File: src/rtl/rl_ladder_pkg.sv
package rl_ladder_pkg;
    typedef enum logic {
        PH_IDLE = 1'b0,
        PH_RUN  = 1'b1
    } rl_phase_e;
endpackage

File: src/rtl/rl_switch_drive.sv
module rl_switch_drive #(
    parameter int N     = 6,
    parameter int P     = 4,
    parameter int CFG_W = 2
) (
    input  logic             active,
    input  logic [CFG_W-1:0] cfg,
    output logic [N-1:0]     loop_close,
    output logic [N-1:0]     neg_tap,
    output logic [N-1:0]     pos_tap
);
    // Node i can only be the break point when i < P.
    for (genvar i = 0; i < N; i++) begin : g_node
        logic open_here;
        if (i < P) begin : g_brk
            assign open_here = active && (cfg == CFG_W'(i));
        end else begin : g_fixed
            assign open_here = 1'b0;
        end
        assign loop_close[i] = active && !open_here;
        assign neg_tap[i]    = open_here;
        assign pos_tap[i]    = open_here;
    end
endmodule

File: src/rtl/rl_pass_decoder.sv
module rl_pass_decoder #(
    parameter int              K       = 3,
    parameter int              N       = 6,
    parameter int              P       = 4,
    parameter int              WW      = 4,
    parameter logic [N*WW-1:0] WEIGHTS = 24'h121211,
    parameter int              CFG_W   = 2,
    parameter int              CODE_W  = 4
) (
    input  logic [N-1:0]      cmp,
    input  logic [CFG_W-1:0]  cfg,
    output logic [CODE_W-1:0] code
);
    localparam int IDX_W = (N > 1) ? $clog2(N) : 1;

    // Weight from element c up to (not including) element c+m, ring order.
    function automatic int cum(input int c, input int m);
        int s = 0;
        for (int i = 0; i < m; i++) begin
            s += int'(WEIGHTS[((c + i) % N) * WW +: WW]);
        end
        return s;
    endfunction

    logic [CODE_W-1:0] code_tab [P];

    for (genvar c = 0; c < P; c++) begin : g_cfg
        always_comb begin
            code_tab[c] = '0;
            for (int m = 1; m < N; m++) begin
                if (cmp[IDX_W'((c + m) % N)]) begin
                    code_tab[c] = CODE_W'(cum(c, m));
                end
            end
        end
    end

    assign code = code_tab[cfg];
endmodule

File: src/rtl/rl_ladder_ctrl.sv
module rl_ladder_ctrl
    import rl_ladder_pkg::*;
#(
    parameter int              K       = 3,
    parameter int              N       = 6,
    parameter int              P       = 4,
    parameter int              WW      = 4,
    parameter logic [N*WW-1:0] WEIGHTS = 24'h121211
) (
    input  logic         clk,
    input  logic         rst,
    input  logic         start,
    input  logic [N-1:0] cmp_bits,
    output logic         busy,
    output logic         done,
    output logic [K-1:0] result,
    output logic [N-1:0] loop_close,
    output logic [N-1:0] neg_tap,
    output logic [N-1:0] pos_tap
);
    localparam int LOGP   = $clog2(P);
    localparam int CFG_W  = (LOGP > 0) ? LOGP : 1;
    localparam int CODE_W = K + 1;
    localparam int ACC_W  = K + LOGP + 1;

    typedef struct packed {
        rl_phase_e        phase;
        logic [CFG_W-1:0] cfg;
        logic [ACC_W-1:0] acc;
        logic [K-1:0]     result;
        logic             done;
    } ctrl_t;

    ctrl_t              st_d, st_q;
    logic [CODE_W-1:0]  pass_code;
    logic [ACC_W-1:0]   acc_sum;

    rl_pass_decoder #(
        .K(K), .N(N), .P(P), .WW(WW), .WEIGHTS(WEIGHTS),
        .CFG_W(CFG_W), .CODE_W(CODE_W)
    ) u_dec (
        .cmp  (cmp_bits),
        .cfg  (st_q.cfg),
        .code (pass_code)
    );

    rl_switch_drive #(.N(N), .P(P), .CFG_W(CFG_W)) u_sw (
        .active     (st_q.phase == PH_RUN),
        .cfg        (st_q.cfg),
        .loop_close (loop_close),
        .neg_tap    (neg_tap),
        .pos_tap    (pos_tap)
    );

    always_comb begin
        st_d      = st_q;
        st_d.done = 1'b0;
        acc_sum   = st_q.acc + ACC_W'(pass_code);
        case (st_q.phase)
            PH_IDLE: begin
                if (start) begin
                    st_d.phase = PH_RUN;
                    st_d.cfg   = '0;
                    st_d.acc   = '0;
                end
            end
            PH_RUN: begin
                if (st_q.cfg == CFG_W'(P - 1)) begin
                    st_d.phase  = PH_IDLE;
                    st_d.cfg    = '0;
                    st_d.result = K'(acc_sum >> LOGP);
                    st_d.done   = 1'b1;
                end else begin
                    st_d.cfg = st_q.cfg + 1'b1;
                    st_d.acc = acc_sum;
                end
            end
            default: st_d.phase = PH_IDLE;
        endcase
    end

    always_ff @(posedge clk) begin
        if (rst) begin
            st_q <= '{phase: PH_IDLE, cfg: '0, acc: '0, result: '0, done: 1'b0};
        end else begin
            st_q <= st_d;
        end
    end

    assign busy   = (st_q.phase == PH_RUN);
    assign done   = st_q.done;
    assign result = st_q.result;

    // a pass that is not the last is always followed by another busy cycle
    assert_no_early_end_R2: assert property (@(posedge clk) disable iff (rst)
        (busy && st_q.cfg != CFG_W'(P - 1)) |=> busy);
    // exactly one ring switch open while busy
    assert_single_break_R3: assert property (@(posedge clk) disable iff (rst)
        busy |-> ($countones(~loop_close) == 1));
    // tap pair sits at the open ring node
    assert_taps_at_break_R4: assert property (@(posedge clk) disable iff (rst)
        busy |-> (neg_tap == ~loop_close && pos_tap == (N'(1) << st_q.cfg)));
    // done lasts one cycle and follows a busy cycle
    assert_done_pulse_R6: assert property (@(posedge clk) disable iff (rst)
        done |=> !done);
    assert_done_after_busy_R6: assert property (@(posedge clk) disable iff (rst)
        done |-> ($past(busy) && !busy));
    // result moves only with done
    assert_hold_result_R7: assert property (@(posedge clk) disable iff (rst)
        !done |-> $stable(result));
    // idle leaves every switch open
    assert_idle_open_R9: assert property (@(posedge clk) disable iff (rst)
        !busy |-> (loop_close == '0 && neg_tap == '0 && pos_tap == '0));
endmodule

File: config.mk
export PLATFORM = sky130hd
export DESIGN_NAME = rl_ladder_ctrl
export DESIGN_NICKNAME = d
export VERILOG_FILES = /design/src/rtl/rl_ladder_pkg.sv /design/src/rtl/rl_switch_drive.sv /design/src/rtl/rl_pass_decoder.sv /design/src/rtl/rl_ladder_ctrl.sv
export SDC_FILE = /design/constraint.sdc
export NUM_CORES = 1
export LEC_CHECK = 0
export BUFFER_PORTS_ARGS = -buffer_cell sky130_fd_sc_hd__buf_2
export CAP_MARGIN = 20
export CORE_UTILIZATION = 48
export DETAILED_ROUTE_END_ITERATION = 6
export HOLD_SLACK_MARGIN = 0.05
export PLACE_DENSITY = 0.86
export RECOVER_POWER = 25
export SLEW_MARGIN = 20
export SYNTH_ARGS = -nofsm -noshare
export SYNTH_HDL_FRONTEND = slang
export SYNTH_SLANG_ARGS = --single-unit
File: constraint.sdc
create_clock -name clk -period 3.2 [get_ports clk]
set_clock_uncertainty 0.2 [all_clocks]
set_input_delay 0 -clock clk [delete_from_list [all_inputs] [get_ports clk]]
set_output_delay 0 -clock clk [all_outputs]
set_load 0.01 [all_outputs]
==> flow_summary_export.csv <==
group,metric,value,unit
sta,tns,0,ns
die,coreArea,1750,um2
pwr,power.total,0.359,mW
synthesis,seq_area_frac_synth,26.9,%
sta,relSlewSlack,62.7,%
die,rows,15,
finish,syn_to_final_growth,8.81,%
global_routing,grt.overflow.total,0,
synthesis,ys_types,32,
global_routing,grt_pass1_vias,728,
synthesis,synthFlopType,"dfxtp_1",
clocking,cts_buffers,3,
placed_design,port_buffers,25,
global_routing,grt_pass1_wl,2.79,mm
pwr,power_density,369,nW/um2
clocking,cts_setup_buffers,0,
placed_design,hpwl,1.25,mm
sta,post-route-period-util,86.1,%
routing,wirelength,1.63,mm
pwr,switching_share,28.9,%
sta,finalSetupViolations,0,
clocking,cts_root_buffer,"clkbuf_4",
job,max-cap-violations,0,
sta,slew_violations,0,
global_routing,grt_max_degree,17,
die,initial_utilization,51.3,%
critical_path,cp-start-kind,"flip-flop",
die,io_pins,32,
sta,fmax,363,MHz
synthesis,avgSynthCellArea,7.99,um2
global_routing,grt.total_usage,18.8,%
sta,hold_violations,0,
placed_design,place_congestion,0.768,
routing,drt_first_iter_violations,15,
die,die_h,45.2,um
finish,drive_gt1_share,20.5,%
critical_path,crit_fanout,10,
synthesis,synth_edf_count,0,
pwr,p_leak,0.452,nW
synthesis,yosys_warnings,0,
routing,drtAntennaViolNets,0,
clocking,htreeDepth,1,
status,status,"completed",
pwr,pwr-share-seq,45.4,%
routing,routedWlPerCell,10.7,um
routing,firstDrtPassIters,4,
sta,min_period,2.75,ns
critical_path,critPathBufInv,2,
min_path,hold_class,"in -> reg",
pwr,p_comb_share,20.8,%
synthesis,synthCells,112,
clocking,clock-sinks,12,
synthesis,async_flop_share,0,%
critical_path,worst_ep_arrival_time,2.74,ns
die,die_w,45.2,um
pwr,p_int,0.256,mW
critical_path,path_class,"reg -> reg",
routing,drcViolationCount,0,
clocking,path_clk_slew,0.08,ns
sta,grt_setup_unrepaired,"no",
routing,num_vias,778,
critical_path,crit_family,"compound AO/OA/AOI/OAI gates",
sta,worstMarginPinSlew,0.554,ns
synthesis,ys_ff_latch,12,
routing,via_per_inst,5.12,
finish,fin_nets,145,
pwr,pwr-share-clk,33.8,%
critical_path,slowest_stage,"dfxtp_1",
finish,diodes,0,
critical_path,cpPeakStageDelay,0.57,ns
global_routing,grt_antenna_before_repair,0,
pwr,p_sw,0.104,mW
clocking,tritoncts,"done",
critical_path,path_cells,"inv_4 > or4_4 > o211ai_2 > a21oi_2 > ha_1 > inv_1 > fa_1 > nor2b_1 > o21ai_0 > xor2_1 > a211oi_1",
clocking,insertion_delay,0.27,ns
die,dieArea,2040,um2
critical_path,end_kind,"flip-flop",
pwr,ir_drop,0.237,mV
critical_path,cp.required,3.19,ns
clocking,ctsLongestPathBuffers,2,
synthesis,netlist_area,895,um2
-- power groups by stage --
| stage | combinational (mW) | clock (mW) | sequential, mW |
|---|---|---|---|
| 4_1_cts | 0.0752 | 0.126 | 0.163 |
| 6_report | 0.0747 | 0.122 | 0.163 |
| 3_3_place_gp | 0.0687 | 0 | 0.166 |
| 3_5_place_dp | 0.0724 | 0 | 0.166 |
| 5_1_grt | 0.0848 | 0.133 | 0.164 |
| 2_1_floorplan | 0.0647 | 0 | 0.162 |
-- routing by layer --
layer / GRT usage, % / up-vias / wire length, um
met5: 0 / - / 0
met4: 9.09 / 0 / 10
met3: 2.40 / 2 / 38
met2: 36.2 / 19 / 877
met1: 19.7 / 364 / 706
li1: - / 393 / -
-- worst register-to-register path, cell delays in order (launching register included) --
cell	delay, ns
dfxtp_1	0.57
inv_4	0.08
or4_4	0.54
o211ai_2	0.09
a21oi_2	0.07
ha_1	0.19
inv_1	0.07
fa_1	0.19
nor2b_1	0.06
o21ai_0	0.23
xor2_1	0.13
a211oi_1	0.24
-- metrics by stage --
stage | std cells | worst slack [ns] | hold WS [ns] | area [um2] | utilization [%]
after global placement | 145 | 0.556 | 0.125 | 916 | 52.5
after global routing | 152 | 0.254 | 0.189 | 973 | 55.8
after detailed placement | 145 | 0.457 | 0.135 | 916 | 52.5
after CTS | 152 | 0.422 | 0.109 | 982 | 56.3
final | 152 | 0.445 | 0.117 | 973 | 55.8
after floorplan | 115 | 0.760 | -0.128 | 906 | -
-- cell usage after synthesis, drive strengths merged (3+ instances only) --
| cell | instances | share of area, % |
|---|---|---|
| ha | 7 | 9.8 |
| inv | 6 | 2.8 |
| nor2b | 6 | 4.2 |
| a21oi | 8 | 4.9 |
| dfxtp | 12 | 27 |
| buf | 18 | 16 |
| nand3 | 3 | 1.7 |
| and2 | 3 | 2.1 |
| o21ai | 4 | 2.2 |
| nor2 | 18 | 7.6 |
| nand2 | 3 | 1.3 |
-- layout by cell type (no fill, tap or decap), types with 3 or more instances in the layout --
| cell | instances |
|---|---|
| dlygate4sd3_1 | 3 |
| dfxtp_1 | 12 |
| clkbuf_1 | 7 |
| nor2b_1 | 6 |
| ha_1 | 7 |
| a21oi_1 | 7 |
| nand2_1 | 3 |
| o21ai_0 | 4 |
| conb_1 | 4 |
| buf_2 | 18 |
| nor2_1 | 18 |
| clkbuf_4 | 3 |
| inv_1 | 5 |
| and2_1 | 3 |
| nand3_1 | 3 |
-- timing repair --
| item | in CTS | in global routing |
|---|---|---|
| resized for setup | 0 | 0 |
| hold buffers | 3 | 0 |
| endpoints found under the hold margin | 12 | 0 |
-- flip-flops by register name, summed over array words and instances (netlist names) --
| register | flops |
|---|---|
| st_q | 7 |
| result | 3 |
| busy | 1 |
| done | 1 |
-- layout make-up --
| cell class | instances | area (um2) |
|---|---|---|
| Sequential cell | 12 | 240 |
| Fill cell | 184 | 772 |
| Inverter | 6 | 25.0 |
| Clock buffer | 4 | 36.3 |
| Timing Repair Buffer | 28 | 146 |
| Tap cell | 25 | 31.3 |
| Multi-Input combinational cell | 77 | 494 |
-- kinds of logic (layout without fill, tap and decap cells) --
logic type / count (synthesis) / after routing / synth area share [%]
compound gates: 22 / 22 / 16.1
xor+xnor: 2 / 2 / 1.96
fa+ha+maj: 8 / 8 / 12.0
buf+inv: 26 / 38 / 19.2
flops: 12 / 12 / 26.9
other cells: 1 / 4 / 0.419
simple gates: 41 / 41 / 23.5
-- path summary, 6_finish.rpt --
check / cells past startpoint / slack, ns / to / from
worst max-delay path: 11 / 0.45 / result[2] / st_q[10]
worst min-delay path: 6 / 0.12 / st_q[4] / cmp_bits[1]
worst max register to register: 11 / 0.45 / result[2] / st_q[10]
worst min register to register: 2 / 0.29 / result[0] / result[0]
Power figures use the tool's default switching activity.
